[config.mk]
export PLATFORM = sky130hd
export DESIGN_NAME = prog_bus_loader
export DESIGN_NICKNAME = d
export VERILOG_FILES = /design/src/rtl/pbl_pkg.sv /design/src/rtl/pbl_host_regs.sv /design/src/rtl/pbl_fetch_dec.sv /design/src/rtl/pbl_bus_mux.sv /design/src/rtl/prog_bus_loader.sv
export SDC_FILE = /design/constraint.sdc
export NUM_CORES = 1
export LEC_CHECK = 0
export BUFFER_PORTS_ARGS = -buffer_cell sky130_fd_sc_hd__buf_2
export CELL_PAD_IN_SITES_DETAIL_PLACEMENT = 1
export CELL_PAD_IN_SITES_GLOBAL_PLACEMENT = 1
export CORE_MARGIN = 10
export CORE_UTILIZATION = 36
export CTS_CLUSTER_SIZE = 20
export DETAILED_ROUTE_END_ITERATION = 10
export GPL_TIMING_DRIVEN = 0
export PLACE_DENSITY_LB_ADDON = 0.1
export SYNTH_ARGS = -nofsm -noshare
export SYNTH_HDL_FRONTEND = slang
export SYNTH_SLANG_ARGS = --single-unit
[constraint.sdc]
create_clock -name clk -period 1.4 [get_ports clk]
set_input_delay 0.21 -clock clk [delete_from_list [all_inputs] [get_ports clk]]
set_output_delay 0.21 -clock clk [all_outputs]
set_load 0.005 [all_outputs]
[src/rtl/pbl_pkg.sv]
package pbl_pkg;
  localparam int HOST_AW = 8;
  localparam logic [HOST_AW-1:0] REG_BASE = 8'h44;
  localparam int NUM_SLOTS = 4;
  localparam int SLOT_W = $clog2(NUM_SLOTS);

  // Slot order is behaviour: the data-high slot triggers the memory write.
  typedef enum logic [SLOT_W-1:0] {
    SLOT_ADDR_LO = 2'd0,
    SLOT_ADDR_HI = 2'd1,
    SLOT_DATA_LO = 2'd2,
    SLOT_DATA_HI = 2'd3
  } slot_e;
endpackage

[src/rtl/pbl_host_regs.sv]
module pbl_host_regs
  import pbl_pkg::*;
#(
  parameter int HB_W = 8,
  localparam int WORD_W = 2 * HB_W
) (
  input  logic               clk,
  input  logic               rst_n,
  input  logic [HOST_AW-1:0] host_addr_i,
  input  logic               host_wr_i,
  input  logic [HB_W-1:0]    host_data_i,
  output logic [WORD_W-1:0]  word_addr_o,
  output logic [WORD_W-1:0]  word_data_o,
  output logic               dhi_wr_o
);
  logic [NUM_SLOTS-1:0][HB_W-1:0] slot_q;
  logic [HOST_AW-1:0]             offset;
  logic                           in_window;
  logic [SLOT_W-1:0]              slot_idx;

  assign offset    = host_addr_i - REG_BASE;
  assign in_window = (host_addr_i >= REG_BASE) && (offset < HOST_AW'(NUM_SLOTS));
  assign slot_idx  = offset[SLOT_W-1:0];
  assign dhi_wr_o  = host_wr_i && in_window && (slot_idx == SLOT_DATA_HI);

  always_ff @(posedge clk or negedge rst_n) begin
    if (!rst_n) begin
      slot_q <= '0;
    end else if (host_wr_i && in_window) begin
      slot_q[slot_idx] <= host_data_i;
    end
  end

  assign word_addr_o = {slot_q[SLOT_ADDR_HI], slot_q[SLOT_ADDR_LO]};
  // The high byte bypasses its register while it is being written.
  assign word_data_o = {(dhi_wr_o ? host_data_i : slot_q[SLOT_DATA_HI]),
                        slot_q[SLOT_DATA_LO]};
endmodule

[src/rtl/pbl_fetch_dec.sv]
module pbl_fetch_dec #(
  parameter int AW = 16
) (
  input  logic [AW-1:0] fetch_addr_i,
  input  logic          fetch_req_i,
  input  logic          split_map_i,
  output logic          ext_hit_o
);
  logic upper_half;
  assign upper_half = fetch_addr_i[AW-1];
  assign ext_hit_o  = fetch_req_i && (!split_map_i || upper_half);
endmodule

[src/rtl/pbl_bus_mux.sv]
module pbl_bus_mux #(
  parameter int AW = 16,
  parameter int DW = 16
) (
  input  logic          dl_mode_i,
  input  logic          dl_active_i,
  input  logic [AW-1:0] dl_addr_i,
  input  logic [DW-1:0] dl_data_i,
  input  logic          dhi_wr_i,
  input  logic [AW-1:0] fetch_addr_i,
  input  logic          ext_hit_i,
  output logic [AW-1:0] mem_addr_o,
  output logic [DW-1:0] mem_data_o,
  output logic          mem_data_oe_o,
  output logic          mem_we_o,
  output logic          mem_cs_o
);
  always_comb begin
    if (dl_active_i) begin
      mem_addr_o    = dl_addr_i;
      mem_data_o    = dl_data_i;
      mem_data_oe_o = 1'b1;
      mem_we_o      = dhi_wr_i;
    end else begin
      mem_addr_o    = fetch_addr_i;
      mem_data_o    = '0;
      mem_data_oe_o = 1'b0;
      mem_we_o      = 1'b0;
    end
    mem_cs_o = dl_mode_i || ext_hit_i;
  end
endmodule

[src/rtl/prog_bus_loader.sv]
module prog_bus_loader
  import pbl_pkg::*;
#(
  parameter int HB_W = 8,
  localparam int WORD_W = 2 * HB_W
) (
  input  logic               clk,
  input  logic               rst_n,
  input  logic [HOST_AW-1:0] host_addr_i,
  input  logic               host_wr_i,
  input  logic [HB_W-1:0]    host_data_i,
  input  logic               dl_mode_i,
  input  logic               dsp_access_i,
  input  logic               split_map_i,
  input  logic [WORD_W-1:0]  fetch_addr_i,
  input  logic               fetch_req_i,
  output logic [WORD_W-1:0]  mem_addr_o,
  output logic [WORD_W-1:0]  mem_data_o,
  output logic               mem_data_oe_o,
  output logic               mem_we_o,
  output logic               mem_cs_o
);
  logic [WORD_W-1:0] dl_addr;
  logic [WORD_W-1:0] dl_data;
  logic              dhi_wr;
  logic              ext_hit;
  logic              dl_active;

  assign dl_active = dl_mode_i && !dsp_access_i;

  pbl_host_regs #(.HB_W(HB_W)) u_regs (
    .clk         (clk),
    .rst_n       (rst_n),
    .host_addr_i (host_addr_i),
    .host_wr_i   (host_wr_i),
    .host_data_i (host_data_i),
    .word_addr_o (dl_addr),
    .word_data_o (dl_data),
    .dhi_wr_o    (dhi_wr)
  );

  pbl_fetch_dec #(.AW(WORD_W)) u_dec (
    .fetch_addr_i (fetch_addr_i),
    .fetch_req_i  (fetch_req_i),
    .split_map_i  (split_map_i),
    .ext_hit_o    (ext_hit)
  );

  pbl_bus_mux #(.AW(WORD_W), .DW(WORD_W)) u_mux (
    .dl_mode_i     (dl_mode_i),
    .dl_active_i   (dl_active),
    .dl_addr_i     (dl_addr),
    .dl_data_i     (dl_data),
    .dhi_wr_i      (dhi_wr),
    .fetch_addr_i  (fetch_addr_i),
    .ext_hit_i     (ext_hit),
    .mem_addr_o    (mem_addr_o),
    .mem_data_o    (mem_data_o),
    .mem_data_oe_o (mem_data_oe_o),
    .mem_we_o      (mem_we_o),
    .mem_cs_o      (mem_cs_o)
  );
endmodule

## Word-level counts from Yosys, hierarchy flattened

Index checks and enable logic that the tools add are counted.

| storage, ports and cells | value |
|---|---|
| bits in registers | 32 |
| bits of input ports | 39 |
| output and inout port bits | 35 |
| logic and storage cells | 28 |

| cells by class | value |
|---|---|
| $add $sub $neg | 1 |
| magnitude comparators | 4 |
| equality and inequality tests | 1 |
| multiplexer cells | 8 |
| reduce and logical (&&, ||, !) cells | 10 |

Operators by type and width:

| cell | number |
|---|---|
| 32-bit bitwise mux | 1 |
| 16-bit two-way mux | 2 |
| 8-bit demux with 2-bit select | 1 |
| 8-bit two-way mux | 2 |
| 8-bit by 7-bit greater-or-equal comparator with 1-bit output (second input constant) | 1 |
| 8-bit by 3-bit less-than comparator with 1-bit output (second input constant) | 1 |
| 8-bit by 7-bit subtractor with 8-bit output (second input constant) | 1 |
| 1-bit logical AND | 6 |
| 2-bit by 3-bit less-than comparator with 1-bit output (second input constant) | 1 |
| 2-bit equality test (second input constant) | 1 |
| 2-bit by 1-bit greater-or-equal comparator with 1-bit output (second input constant) | 1 |
| 1-bit logical NOT | 2 |
| 1-bit logical OR | 2 |
| 1-bit two-way mux | 2 |

## Logic depth before layout (Yosys ltp)

| logic depth | value |
|---|---|
| depth after elaboration | 7 |
| gate-level depth with buffers | 5 |
| mapped depth without buffers | 3 |

## Cells and area by module

From an unflattened synthesis, not the netlist that was laid out.

| unflattened totals | value |
|---|---|
| cell total of the unflattened synthesis | 147 |
| area total of the unflattened synthesis | 1935.6 µm² |

Modules (own cells, without submodules):

| module | instances | cells each | area each (µm²) | seq. area each (µm²) |
|---|---|---|---|---|
| pbl_host_regs | 1 | 106 | 1585.3 | 800.8 |
| pbl_bus_mux | 1 | 38 | 325.3 | 0.0 |
| prog_bus_loader | 1 | 1 | 13.8 | 0.0 |
| pbl_fetch_dec | 1 | 2 | 11.3 | 0.0 |

## Worst setup path after synthesis

OpenSTA, ideal clock, no wires.

| timing | value |
|---|---|
| path kind | input to register |
| start point | input port host_addr_i[7] |
| end point | register u_regs.slot_q, in the netlist u_regs.word_data_o[0] |
| setup time | 125 ps |
| arrival time | 1214 ps |
| required time | 1275 ps |
| slack | 61 ps |
| stages | 4 |
| buffers on the path | 1 |
| cell sequence | and4bb_2 -> and4b_1 -> buf_4 -> mux2_2 |

| between the ends | value |
|---|---|
| word-level cells in the longest chain between the ends | 4 |
| elaborated cells between the ends (all ways) | 5 |
| those cells by class | add/sub (1); order compare (2); reduce/logical (2) |

RTL lines:

| element | RTL line | source |
|---|---|---|
| start: declaration | prog_bus_loader.sv:9 | `input logic [HOST_AW-1:0] host_addr_i,` |
| 8-bit by 7-bit subtractor with 8-bit output | pbl_host_regs.sv:21 | `assign offset = host_addr_i - REG_BASE;` |
| 8-bit by 3-bit less-than comparator with 1-bit output | pbl_host_regs.sv:22 | `assign in_window = (host_addr_i >= REG_BASE) && (offset < HOST_AW'(NUM_SLOTS));` |
| 1-bit logical AND (*) | pbl_host_regs.sv:22 |  |
| 1-bit logical AND (*) | pbl_host_regs.sv:29 | `end else if (host_wr_i && in_window) begin` |
| end signal: indexed assignment | pbl_host_regs.sv:30 | `slot_q[slot_idx] <= host_data_i;` |
| end: declaration | pbl_host_regs.sv:16 | `logic [NUM_SLOTS-1:0][HB_W-1:0] slot_q;` |

Mark *: on every way between the ends. The rest lies on a longest branch, timed or not.
A chain may end at the register's enable or synchronous reset.

## Final worst setup path

| timing | value |
|---|---|
| start point | input port host_addr_i[3] |
| end point | output port mem_data_o[14] |

| between the ends | value |
|---|---|
| word-level cells in the longest chain between the ends | 7 |
| elaborated cells between the ends (all ways) | 8 |
| those cells by class | add/sub (1); order compare (2); mux (2); reduce/logical (3) |

RTL lines:

| element | RTL line | source |
|---|---|---|
| 8-bit by 7-bit subtractor with 8-bit output | pbl_host_regs.sv:21 |  |
| 8-bit by 3-bit less-than comparator with 1-bit output | pbl_host_regs.sv:22 |  |
| 1-bit logical AND (*) | pbl_host_regs.sv:22 |  |
| 1-bit logical AND (*) (2 in a row) | pbl_host_regs.sv:24 | `assign dhi_wr_o = host_wr_i && in_window && (slot_idx == SLOT_DATA_HI);` |
| 8-bit two-way mux (*) | pbl_host_regs.sv:36 | `assign word_data_o = {(dhi_wr_o ? host_data_i : slot_q[SLOT_DATA_HI]),` |
| 16-bit two-way mux (*) | pbl_bus_mux.sv:19 | `if (dl_active_i) begin` |
| end: declaration | prog_bus_loader.sv:18 | `output logic [WORD_W-1:0] mem_data_o,` |

Marked as above.

==> flow_metrics.py <==
metrics = {
    "die": {
        "core-area_sq_um": 4660,
        "die_x_microns": 88.9,
        "pin_count": 74,
        "die-area_sq_um": 7900,
        "die_h_microns": 88.9,
        "fp-row-count": 25,
        "start_util": 0.367,
    },
    "worst_setup_path": {
        "cpPeakStageDelay_ns": 0.34,
        "crit_family": "simple AND/OR/NAND/NOR gates",
        "crit_path_cell_trace": "buf_6, and4bb_4, nand4_4, buf_12, mux2i_2, buf_2",
        "path_max_fanout": 10,
        "critPathBufInv": 3,
        "end_kind": "output port",
        "worstSetupPathType": "in2out",
        "worstPathRequired_ns": 1.19,
        "arrival_ns": 1.28,
        "cp-start-kind": "primary input",
        "cpMaxStageDelayCell": "and4bb_4",
    },
    "layout": {
        "seq_area_sq_um": 801,
        "fill_cells": 497,
        "fin_nets": 258,
        "drive_gt1_frac": 0.686,
        "multi_input_area_sq_um": 927,
        "stdcell_count": 274,
        "antenna_cells": 0,
        "area_growth_pct": 47.5,
    },
    "yosys": {
        "synthTopCellsByArea": "dfrtp_1, mux2_2, mux2i_1, nand2_1, and2_1",
        "yosysMostFrequentCell": "mux2_2",
        "syn_area_sq_um": 1710,
        "synth_fa_ha_area_frac": 0,
        "yosysSeqAreaShare": 0.469,
        "synth_common_cells": "mux2_2, dfrtp_1, nand2_1",
        "synth_mux_area_frac": 0.367,
        "synth_xor_area_frac": 0,
        "synth-simple-area-share": 0.132,
        "syn_nets": 171,
        "synth_top_family_by_area": "multiplexers",
        "ys_warn_count": 0,
        "ys_types": 22,
        "synth_async_sr_flop_share": 1.00,
        "netlist_instances": 132,
        "avgSynthCellArea_sq_um": 12.9,
        "synth-edff-count": 0,
        "synth_seq_cells": 32,
        "synth_compound_area_frac": 0.00439,
        "yosys_most_used_dff": "dfrtp_1",
        "yosys.area.top_type": "dfrtp_1",
        "synth_top_area_share": 0.469,
    },
    "sta": {
        "holdWs_ns": -0.00511,
        "drv_slew": 0,
        "setup_ws_ns": -0.0890,
        "tightest_slew_ns": 0.752,
        "fin_setup_tns_ns": -0.300,
        "setup_violations": 8,
        "fmax_mhz": 672,
        "hold_violations": 3,
        "maxSlewHeadroom": 0.499,
        "fin_skew_ns": 0,
        "layout_worst_path_cycle_share": 1.06,
        "period_minus_slack_ns": 1.49,
        "rsz0062_at_grt": "yes",
    },
    "clock_network": {
        "cts_tree": "built",
        "cts_buffers": 5,
        "clk_pin_slew_ns": 0.07,
        "cts.sinks": 32,
        "ctsHoldBuffers": 0,
        "clock_latency_ns": 0.28,
        "h-tree-depth": 2,
        "max-clock-path-buffers": 2,
        "root_buffer": "clkbuf_8",
    },
    "routing": {
        "first_pass_iters": 4,
        "via_per_inst": 5.09,
        "drc_errors": 0,
        "vias": 1394,
        "drt_wl_total_microns": 5350,
        "drtIter0Drc": 56,
        "antenna_left": 0,
        "routedWlPerCell_microns": 19.5,
    },
    "placed_design": {
        "port_buffers": 73,
        "gp_congestion": 0.738,
        "hpwl_microns": 3980,
        "placedCellCount": 259,
    },
    "flow_run": {
        "cap_violations": 0,
    },
    "pwr": {
        "pwr_density_cell_nw_per_um2": 877,
        "leakagePower_nw": 1.39,
        "irDropWorstVdd_mv": 0.620,
    },
    "global_route": {
        "grtUsageTotal": 0.141,
        "grt_pass1_vias": 1627,
        "antenna_found_initial": 0,
        "grt_pass1_wl_microns": 8390,
        "grt_start_max_net_pins": 33,
        "grt_remaining_overflow": 0,
    },
    "status": {
        "status": "complete, but fails checks",
        "violations": "hold timing, setup timing",
    },
    "worst_hold_path": {
        "hold_class": "in2async",
    },
}
==> report_power, final <==
group          leakage [nW]  internal (mW)  total [mW]  switching, mW
clock network        0.0552          0.528       0.866          0.338
registers             0.441          0.968       0.990         0.0218
logic                 0.893          0.214       0.356          0.142
total                  1.39           1.71        2.21          0.502
==> metal layers <==
metal,wire length [microns],global-route usage,vias up
li1,-,-,642
met1,2090,0.155,706
met2,2860,0.253,42
met3,376,0.0492,4
met4,25,0.0352,0
met5,0,0,-
==> layout make-up <==
cell class / count / area share
clock inverter: 2 / 0.0139
multi-input combinational: 92 / 0.368
sequential: 32 / 0.318
timing repair buffer: 80 / 0.207
tap: 54 / 0.0268
buffer: 8 / 0.0377
clock buffer: 6 / 0.0288
==> cell usage in the layout, fill, tap and decap left out, drive strengths merged, types with 2 or more instances in the layout <==
master / netlist / layout
dfrtp: 32 / 32
mux2i: 8 / 8
and3: 2 / 2
nand2: 16 / 16
clkbuf: 3 / 7
mux2: 48 / 48
and2: 8 / 8
buf: 5 / 86
==> repair_timing <==
action | CTS | global route
setup endpoints to repair | 32 | 28
gates resized for setup | 30 | 18
cloned | 2 | 0
setup buffers | 4 | 1
pin swaps | 3 | 0
==> stage by stage <==
| stage | setup WS, ns | hold slack, ns | cell area (sq um) | util | power (mW) |
|---|---|---|---|---|---|
| global placement | -0.272 | 0.301 | 2140 | 0.460 | 1.27 |
| finish | -0.0890 | -0.00511 | 2520 | 0.541 | 2.21 |
| detailed placement | -0.377 | 0.318 | 2140 | 0.460 | 1.28 |
| global route | -0.106 | 0.0578 | 2520 | 0.541 | 2.32 |
| CTS | -0.0594 | 0.0171 | 2440 | 0.524 | 2.21 |
| floorplan | 0.0610 | -0.0856 | 1710 | - | 1.13 |
==> path summary, 6_finish.rpt <==
path,startpoint,end,slack [ns],cells after the start
worst max-delay path,host_addr_i[3],mem_data_o[14],-0.09,6
worst min-delay path,rst_n,u_regs.word_addr_o[7]$_DFFE_PN0P_,-0.005,1
worst max register to register,u_regs.word_addr_o[13]$_DFFE_PN0P_,u_regs.word_addr_o[13]$_DFFE_PN0P_,0.63,1
worst min register to register,u_regs.word_addr_o[6]$_DFFE_PN0P_,u_regs.word_addr_o[6]$_DFFE_PN0P_,0.50,1
max in group asynchronous,rst_n,u_regs.word_addr_o[6]$_DFFE_PN0P_,0.92,1
min in group clk,host_data_i[5],u_regs.slot_q[29]$_DFFE_PN0N_,0.21,2
==> state kept, by name, summed over array words and instances (netlist names) <==
register            count
u_regs.word_data_o      8
u_regs.slot_q           8
u_regs.word_addr_o     16
==> kinds of logic after synthesis <==
logic type,after synthesis
compound gates,1
buf+inv,8
flops,32
mux,56
simple gates,35
(Power assumes the default switching activity.)
